File: config.mk
export PLATFORM = sky130hd
export DESIGN_NAME = sreg_scanner
export DESIGN_NICKNAME = d
export VERILOG_FILES = /design/src/rtl/sreg_scan_pkg.sv /design/src/rtl/scan_tick_gen.sv /design/src/rtl/shift_pacer.sv /design/src/rtl/scan_sequencer.sv /design/src/rtl/scan_image.sv /design/src/rtl/sreg_scanner.sv
export SDC_FILE = /design/constraint.sdc
export NUM_CORES = 1
export LEC_CHECK = 0
export ABC_AREA = 1
export BUFFER_PORTS_ARGS = -buffer_cell sky130_fd_sc_hd__buf_2
export CORE_ASPECT_RATIO = 0.9
export CORE_MARGIN = 2
export CORE_UTILIZATION = 55
export CTS_BUF_LIST = sky130_fd_sc_hd__clkbuf_4
export DETAILED_ROUTE_END_ITERATION = 7
export GPL_ROUTABILITY_DRIVEN = 0
export HOLD_SLACK_MARGIN = 0.05
export PLACE_DENSITY = 0.69
export SETUP_SLACK_MARGIN = 0.1
export SLEW_MARGIN = 20
export SYNTH_ARGS = -nofsm -noshare
export SYNTH_HDL_FRONTEND = slang
export SYNTH_SLANG_ARGS = --single-unit
File: constraint.sdc
create_clock -name clk -period 25.9 [get_ports clk]
set_input_delay 1.295 -clock clk [delete_from_list [all_inputs] [get_ports clk]]
set_output_delay 1.295 -clock clk [all_outputs]
set_load 0.02 [all_outputs]
File: src/rtl/sreg_scan_pkg.sv
package sreg_scan_pkg;

  localparam int unsigned BITS_PER_STAGE = 8;

  typedef enum logic [2:0] {
    ST_IDLE,
    ST_LATCH_IN,
    ST_SAMPLE,
    ST_BIT_LO,
    ST_BIT_HI,
    ST_LATCH_OUT,
    ST_DONE
  } scan_state_e;

endpackage

File: src/rtl/scan_tick_gen.sv
module scan_tick_gen #(
  parameter int unsigned TICK_DIV = 250000
) (
  input  logic clk,
  input  logic rst_n,
  output logic tick
);
  localparam int unsigned TW = (TICK_DIV > 1) ? $clog2(TICK_DIV) : 1;

  logic [TW-1:0] cnt_q;
  logic [TW-1:0] cnt_d;
  logic          wrap;

  always_comb begin
    wrap  = (cnt_q == TW'(TICK_DIV - 1));
    cnt_d = wrap ? '0 : cnt_q + 1'b1;
  end

  always_ff @(posedge clk or negedge rst_n) begin
    if (!rst_n) cnt_q <= '0;
    else        cnt_q <= cnt_d;
  end

  assign tick = wrap;
endmodule

File: src/rtl/shift_pacer.sv
module shift_pacer #(
  parameter int unsigned HALF_DIV = 2
) (
  input  logic clk,
  input  logic rst_n,
  input  logic en,
  output logic phase_end
);
  localparam int unsigned PW = (HALF_DIV > 1) ? $clog2(HALF_DIV) : 1;

  logic [PW-1:0] cnt_q;
  logic [PW-1:0] cnt_d;

  always_comb begin
    phase_end = en && (cnt_q == PW'(HALF_DIV - 1));
    cnt_d     = (en && !phase_end) ? cnt_q + 1'b1 : '0;
  end

  always_ff @(posedge clk or negedge rst_n) begin
    if (!rst_n) cnt_q <= '0;
    else        cnt_q <= cnt_d;
  end
endmodule

File: src/rtl/scan_sequencer.sv
module scan_sequencer
  import sreg_scan_pkg::*;
#(
  parameter int unsigned MAX_REGS = 16,
  localparam int unsigned NBITS   = MAX_REGS * BITS_PER_STAGE,
  localparam int unsigned IW      = $clog2(NBITS),
  localparam int unsigned CW      = $clog2(MAX_REGS + 1)
) (
  input  logic          clk,
  input  logic          rst_n,
  input  logic          tick,
  input  logic          phase_end,
  input  logic [CW-1:0] cfg_nregs,
  output logic          pace_en,
  output logic          snap_load,
  output logic          sample_we,
  output logic [IW-1:0] bit_idx,
  output logic          sr_shift_clk,
  output logic          sr_latch,
  output logic          scan_done,
  output logic          busy
);
  scan_state_e   state_q, state_d;
  logic [IW-1:0] idx_q, idx_d;
  logic [IW-1:0] last_q, last_d;
  logic [CW-1:0] eff_cnt;
  logic [CW+2:0] eff_bits;

  // Effective stage count: clamp into 1..MAX_REGS.
  always_comb begin
    if (cfg_nregs == '0)                  eff_cnt = CW'(1);
    else if (cfg_nregs > CW'(MAX_REGS))   eff_cnt = CW'(MAX_REGS);
    else                                  eff_cnt = cfg_nregs;
    eff_bits = {eff_cnt, 3'b000} - 1'b1;
  end

  always_comb begin
    state_d   = state_q;
    idx_d     = idx_q;
    last_d    = last_q;
    snap_load = 1'b0;
    sample_we = 1'b0;
    unique case (state_q)
      ST_IDLE: begin
        if (tick) begin
          snap_load = 1'b1;
          idx_d     = '0;
          last_d    = IW'(eff_bits);
          state_d   = ST_LATCH_IN;
        end
      end
      ST_LATCH_IN: begin
        if (phase_end) state_d = ST_SAMPLE;
      end
      ST_SAMPLE: begin
        sample_we = 1'b1;
        state_d   = ST_BIT_LO;
      end
      ST_BIT_LO: begin
        if (phase_end) state_d = ST_BIT_HI;
      end
      ST_BIT_HI: begin
        if (phase_end) begin
          if (idx_q == last_q) begin
            state_d = ST_LATCH_OUT;
          end else begin
            idx_d   = idx_q + 1'b1;
            state_d = ST_SAMPLE;
          end
        end
      end
      ST_LATCH_OUT: begin
        if (phase_end) state_d = ST_DONE;
      end
      ST_DONE: begin
        state_d = ST_IDLE;
      end
      default: state_d = ST_IDLE;
    endcase
  end

  always_ff @(posedge clk or negedge rst_n) begin
    if (!rst_n) begin
      state_q <= ST_IDLE;
      idx_q   <= '0;
      last_q  <= '0;
    end else begin
      state_q <= state_d;
      idx_q   <= idx_d;
      last_q  <= last_d;
    end
  end

  // Pin controls decode directly from the state flops.
  always_comb begin
    pace_en      = (state_q == ST_LATCH_IN) || (state_q == ST_BIT_LO) ||
                   (state_q == ST_BIT_HI)   || (state_q == ST_LATCH_OUT);
    sr_shift_clk = (state_q == ST_BIT_HI);
    sr_latch     = (state_q == ST_LATCH_IN) || (state_q == ST_LATCH_OUT);
    scan_done    = (state_q == ST_DONE);
    busy         = (state_q != ST_IDLE);
    bit_idx      = idx_q;
  end
endmodule

File: src/rtl/scan_image.sv
module scan_image
  import sreg_scan_pkg::*;
#(
  parameter int unsigned MAX_REGS = 16,
  localparam int unsigned NBITS   = MAX_REGS * BITS_PER_STAGE,
  localparam int unsigned IW      = $clog2(NBITS),
  localparam int unsigned RW      = $clog2(MAX_REGS)
) (
  input  logic          clk,
  input  logic          rst_n,
  input  logic          host_we,
  input  logic [RW-1:0] host_widx,
  input  logic [7:0]    host_wdata,
  input  logic [RW-1:0] host_ridx,
  output logic [7:0]    host_rdata,
  input  logic          snap_load,
  input  logic          sample_we,
  input  logic [IW-1:0] bit_idx,
  input  logic          din,
  output logic          dout
);
  // Flat storage: byte r bit b sits at r*8+b. Scan position k maps to
  // byte k/8 bit 7-(k%8), i.e. the low three index bits inverted.
  logic [NBITS-1:0] out_q, out_d;
  logic [NBITS-1:0] snap_q, snap_d;
  logic [NBITS-1:0] in_q, in_d;
  logic             dout_q, dout_d;
  logic [IW-1:0]    pos;
  logic [RW+2:0]    wbase;
  logic [RW+2:0]    rbase;

  always_comb begin
    pos   = {bit_idx[IW-1:3], ~bit_idx[2:0]};
    wbase = {host_widx, 3'b000};
    rbase = {host_ridx, 3'b000};

    out_d = out_q;
    if (host_we && ({1'b0, host_widx} < (RW+1)'(MAX_REGS)))
      out_d[wbase +: 8] = host_wdata;

    snap_d = snap_load ? out_q : snap_q;

    in_d   = in_q;
    dout_d = dout_q;
    if (sample_we) begin
      in_d[pos] = din;
      dout_d    = snap_q[pos];
    end

    if ({1'b0, host_ridx} < (RW+1)'(MAX_REGS)) host_rdata = in_q[rbase +: 8];
    else                                        host_rdata = '0;
  end

  always_ff @(posedge clk or negedge rst_n) begin
    if (!rst_n) begin
      out_q  <= '0;
      snap_q <= '0;
      in_q   <= '0;
      dout_q <= 1'b0;
    end else begin
      out_q  <= out_d;
      snap_q <= snap_d;
      in_q   <= in_d;
      dout_q <= dout_d;
    end
  end

  assign dout = dout_q;
endmodule

File: src/rtl/sreg_scanner.sv
module sreg_scanner
  import sreg_scan_pkg::*;
#(
  parameter int unsigned MAX_REGS = 16,
  parameter int unsigned TICK_DIV = 250000,
  parameter int unsigned HALF_DIV = 2,
  localparam int unsigned NBITS   = MAX_REGS * BITS_PER_STAGE,
  localparam int unsigned IW      = $clog2(NBITS),
  localparam int unsigned RW      = $clog2(MAX_REGS),
  localparam int unsigned CW      = $clog2(MAX_REGS + 1)
) (
  input  logic          clk,
  input  logic          rst_n,
  input  logic [CW-1:0] cfg_nregs,
  input  logic          host_out_we,
  input  logic [RW-1:0] host_out_idx,
  input  logic [7:0]    host_out_data,
  input  logic [RW-1:0] host_in_idx,
  output logic [7:0]    host_in_data,
  input  logic          sr_din,
  output logic          sr_shift_clk,
  output logic          sr_latch,
  output logic          sr_dout,
  output logic          scan_done,
  output logic          busy
);
  logic [1:0]    rsync_q;
  logic          core_rst_n;
  logic          tick;
  logic          phase_end;
  logic          pace_en;
  logic          snap_load;
  logic          sample_we;
  logic [IW-1:0] bit_idx;

  // Reset asserts asynchronously, releases after two clock edges.
  always_ff @(posedge clk or negedge rst_n) begin
    if (!rst_n) rsync_q <= 2'b00;
    else        rsync_q <= {rsync_q[0], 1'b1};
  end
  assign core_rst_n = rsync_q[1];

  scan_tick_gen #(.TICK_DIV(TICK_DIV)) u_tick (
    .clk   (clk),
    .rst_n (core_rst_n),
    .tick  (tick)
  );

  shift_pacer #(.HALF_DIV(HALF_DIV)) u_pacer (
    .clk       (clk),
    .rst_n     (core_rst_n),
    .en        (pace_en),
    .phase_end (phase_end)
  );

  scan_sequencer #(.MAX_REGS(MAX_REGS)) u_seq (
    .clk          (clk),
    .rst_n        (core_rst_n),
    .tick         (tick),
    .phase_end    (phase_end),
    .cfg_nregs    (cfg_nregs),
    .pace_en      (pace_en),
    .snap_load    (snap_load),
    .sample_we    (sample_we),
    .bit_idx      (bit_idx),
    .sr_shift_clk (sr_shift_clk),
    .sr_latch     (sr_latch),
    .scan_done    (scan_done),
    .busy         (busy)
  );

  scan_image #(.MAX_REGS(MAX_REGS)) u_img (
    .clk        (clk),
    .rst_n      (core_rst_n),
    .host_we    (host_out_we),
    .host_widx  (host_out_idx),
    .host_wdata (host_out_data),
    .host_ridx  (host_in_idx),
    .host_rdata (host_in_data),
    .snap_load  (snap_load),
    .sample_we  (sample_we),
    .bit_idx    (bit_idx),
    .din        (sr_din),
    .dout       (sr_dout)
  );
endmodule

After elaboration in Yosys (flattened, before gate mapping):

Index checks and enable logic that the tools add are counted.
W data, S select, Z words.

* register bits after elaboration: 423
* bits of input ports: 25
* output and inout port bits: 13
* word-level logic and storage cells: 75

* add/subtract/negate cells: 5
* magnitude comparators: 3
* equal/unequal tests: 14
* shift operators: 3
* mux-type cells: 24
* bitwise operators: 1
* reduce and logical (&&, ||, !) cells: 15

Operators by type and width (number)
* $bwmux W128: 2
* $shift A8 B9 Y128 const A: 1
* $shiftx A128 B8 Y8: 1
* $shiftx A8 B9 Y128: 1
* $mux W7: 3
* $add A18 B1 Y18 const B: 1
* $eq A18 B18 Y1 const B: 1
* $mux W18: 1
* $mux W3: 6
* $pmux W3 S6: 1
* $pmux W7 S2: 1
* $ne A2 B2 Y1 const B: 5
* $eq A3 B3 Y1 const B: 3
* $neg A7 Y9: 1
* $lt A7 B8 Y1 const B: 1
* $mux W4: 2
* $add A7 B1 Y7 const B: 1
* $bmux W1 S7: 1
* $demux W1 S7: 1
* $eq A7 B7 Y1: 1
* $ge A7 B1 Y1 const B: 1
* $sub A7 B1 Y7 const B: 1
* $eq A3 B2 Y1 const B: 2
* $mux W1: 6
* 15 further kinds: 20

Logic depth before layout (Yosys ltp):

* word-level depth: 8
* depth in mapped cells: 14

By module:

From an unflattened synthesis, not the netlist that was laid out.

* cells, all modules: 2286
* area total of the unflattened synthesis: 19577.5 µm²

By module, submodules not included
* scan_image: instances 1, cells an instance 1986, area each 17360.4 µm², sequential area each 9634.2 µm²
* scan_sequencer: instances 1, cells an instance 150, area each 1064.8 µm², sequential area each 375.4 µm²
* scan_tick_gen: instances 1, cells an instance 142, area each 1056.0 µm², sequential area each 450.4 µm²
* sreg_scanner: instances 1, cells an instance 3, area each 53.8 µm², sequential area each 50.0 µm²
* shift_pacer: instances 1, cells an instance 5, area each 42.5 µm², sequential area each 25.0 µm²

Worst setup path after synthesis:

Ideal clock, no wire load.

* kind: input port to output port
* from: input port host_in_idx[0]
* to: output port host_in_data[1]
* data arrival time: 2571 ps
* slack: 22034 ps
* stages: 7
* buffers on the path: 3
* cell sequence: clkbuf_1 -> clkbuf_1 -> buf_1 -> nor2_1 -> o22ai_1 -> o221ai_1 -> o21ai_0

* cells in the longest elaborated chain, start to end: 1

RTL lines
* from (decl): RTL line sreg_scanner.sv:18 `input logic [RW-1:0] host_in_idx,`
* $shiftx A128 B8 Y8: RTL line scan_image.sv:50 `if ({1'b0, host_ridx} < (RW+1)'(MAX_REGS)) host_rdata = in_q[rbase +: 8];`
* to (decl): RTL line sreg_scanner.sv:19 `output logic [7:0] host_in_data,`

Every way passes these cells.

Worst setup path after layout:

* from: input port host_in_idx[1]
* to: output port host_in_data[1]

The elaborated chain is that of the path after synthesis.

==> metrics <==
grt ovf=0; Sw Share=0.259; clock share of power=0.402; Reg area=10500 µm²; DR pass1 iterations=6; Final Skew=0.0394 ns; Most used DFF post-synth=dfrtp_1; Worst Path Arrival=3.29 ns; # setup viols final=0; area of the multi-input gates=7370 µm²; Leakage=0.00974 µW; #FFs+latches synth=421; CTS Buf Count=108; root buffer cell=clkbuf_4; Setup Buffers After CTS=0; Hold Crit Class=in2async; worst IR drop on VDD=0.0000344 V; Final period util=0.177; vias in the first global route=15700; Distinct cells, synth=51; post-route ant nets=0; Yosys Warn Count=0; Finished Cell Area=21100 µm²; register area share after synthesis=0.541; fraction of registers with async set/reset=1.00; Filler cells=3165; Clock Sinks=421; layout cells sized above 1=0.105; Final Max Slew Viols=0; Synth area leader=dfrtp_1; Post-CTS Resized=0; row count=65; net switching power figure=359 µW; die area=37000 µm²; number of port buffers=37; Synth top area share=0.541; setup_tns=0 ns; Layout area overhead=8.51%; internal power=1030 µW; CTS HTree Levels=3; type of the worst setup path=in2out; Die Y=183 µm; Final Hold Viols=0; most frequent cells in the layout=nand2_1, dfrtp_1, nor2_1; largest net degree at the start of global routing=170; final WL=49100 µm; post-synth design cell area=19500 µm²; Slew HR=0.235; critical path launch point type=input pin; measured slew at the worst slew-check pin=1.15 ns; I/O pin count=38; Syn Area/Cell=8.16 µm²; initial core utilization=0.557; Fmax=218 MHz; CTS max path bufs=3; PD cells=65.6 nW/µm²; DRC violations left=0; core area=35000 µm²; DR iter-0 viols=1460; EDFF count, synth=0; Area contributors post-synth=dfrtp_1, nand2_1, o21ai_0, nor2_1, inv_1; clock-pin slew on the worst setup and hold paths=0.06 ns; Seq pwr share=0.527; CP Capture Type=primary output; Logic pwr share=0.072; CTS tree=yes; Max Cap Violations=0; Tot GR Track Use=0.277; leading cell type in the layout, fill and taps excluded=nand2_1; clk_lat worst skew=0.85 ns; cell area after placement=19800 µm²; routed length per instance=16.5 µm; first-pass GRT wire length=81400 µm; WP data required=24.60 ns; Via density=5.46; post-detail-place hpwl=31300 µm; RSZ-0062 raised after global routing=no; Net Count, Synth=2419; via count=16200; cts hold-fix bufs=0; post-layout minimum cycle time=4.58 ns; status=finished, final reports clean; antenna violations before repair=2; Die W=202 µm; Final nets=2461; Critical Path Fanout Max=35; Cells after Synth=2388
-- registers in the layout, indices dropped and copies added (netlist names) --
register       cells
u_img.in_q       128
u_img.out_q      128
u_img.snap_q     128
u_tick.cnt_q      18
u_seq.bit_idx      7
u_seq.last_q       5
u_seq.state_q      3
rsync_q            2
u_img.dout         1
u_pacer.cnt_q      1
-- per-layer routing --
layer / track usage / wire length [µm] / vias to the layer above / part of all wire
met5: 0 / 0 / - / 0
met4: 0.0923 / 771 / 0 / 0.016
met3: 0.0554 / 3190 / 73 / 0.065
met2: 0.413 / 21800 / 501 / 0.44
met1: 0.408 / 23300 / 7806 / 0.48
li1: - / - / 7858 / -
-- critical path, stage by stage --
cell	delay [ns]
buf_2	0.30
inv_1	0.72
o21ai_0	0.19
o21ai_0	0.29
o221ai_1	0.15
o21ai_0	0.12
buf_2	0.20
-- final timing paths --
| check | startpoint | end | slack, ns | cells past startpoint |
|---|---|---|---|---|
| worst max-delay path | host_in_idx[1] | host_in_data[1] | 21.32 | 7 |
| worst min-delay path | rst_n | rsync_q[1] | 0.25 | 1 |
| worst max register to register | u_tick.cnt_q[0] | u_img.snap_q[2] | 22.44 | 9 |
| worst min register to register | rsync_q[0] | rsync_q[1] | 0.35 | 0 |
| max in group asynchronous | rsync_q[1] | u_seq.bit_idx[0] | 23.45 | 2 |
| min in group clk | rsync_q[0] | rsync_q[1] | 0.35 | 0 |
-- power by group through the flow --
stage	clock [µW]	combinational (µW)	sequential (µW)
floorplan	0	65.1	746
global placement	0	95.3	740
detailed placement	0	99.1	742
CTS	573	99.9	730
global route	607	116	736
finish	557	99.3	730
-- synth_stat cells (2+ instances only) --
library cell / n
o21ai_1: 17
clkbuf_1: 58
buf_6: 2
nand3_1: 73
or2_2: 7
nand2_4: 2
inv_1: 256
buf_1: 3
a31oi_1: 46
dfrtp_1: 421
nor2_4: 3
nand4_1: 7
buf_8: 2
nor2_1: 341
ha_1: 6
buf_4: 9
nor3_2: 4
a21oi_1: 143
nand2_2: 2
xnor2_1: 2
nor4_4: 2
o22ai_1: 14
nand2_1: 499
xor2_1: 10
mux2i_1: 2
nor3_4: 2
o21ai_0: 315
inv_2: 7
buf_2: 40
o211ai_1: 25
clkbuf_2: 2
nor2_2: 8
o221ai_1: 17
clkinv_1: 4
nor3_1: 21
-- metrics by stage --
step / std cells / hold WS, ns / worst slack (ns) / utilization / total power [µW]
final: 2975 / 0.249 / 21.32 / 0.605 / 1390
after global routing: 2975 / 0.160 / 21.16 / 0.605 / 1460
after CTS: 2972 / 0.163 / 21.41 / 0.604 / 1400
after detailed placement: 2789 / 0.340 / 21.41 / 0.566 / 841
after global placement: 2789 / 0.337 / 21.48 / 0.566 / 835
after floorplan: 2388 / 0.331 / 13.30 / - / 811
-- kinds of logic (layout without fill, tap and decap cells) --
kind of cell               count (synthesis)  in the layout  share of synthesized area
xor gates and xnor gates                  13             13                    0.00681
AOI/OAI and AO/OA                        583            583                      0.161
other                                      1              4                   0.000192
DFF                                      421            421                      0.541
adders and majority gates                  6              6                    0.00385
and+or+nand+nor                          976            976                      0.205
buffers and inverters                    386            501                     0.0817
muxes                                      2              2                    0.00103
-- area by class of cell --
class                      count  area share
sequential                   421       0.498
multi-input combinational   1581       0.349
clock buffer                 159      0.0565
inverter                     269      0.0481
tap                          469      0.0278
timing repair buffer          49      0.0136
clock inverter                24     0.00669
antenna                        3    0.000355
No activity file was read; power rests on OpenSTA's default activity.
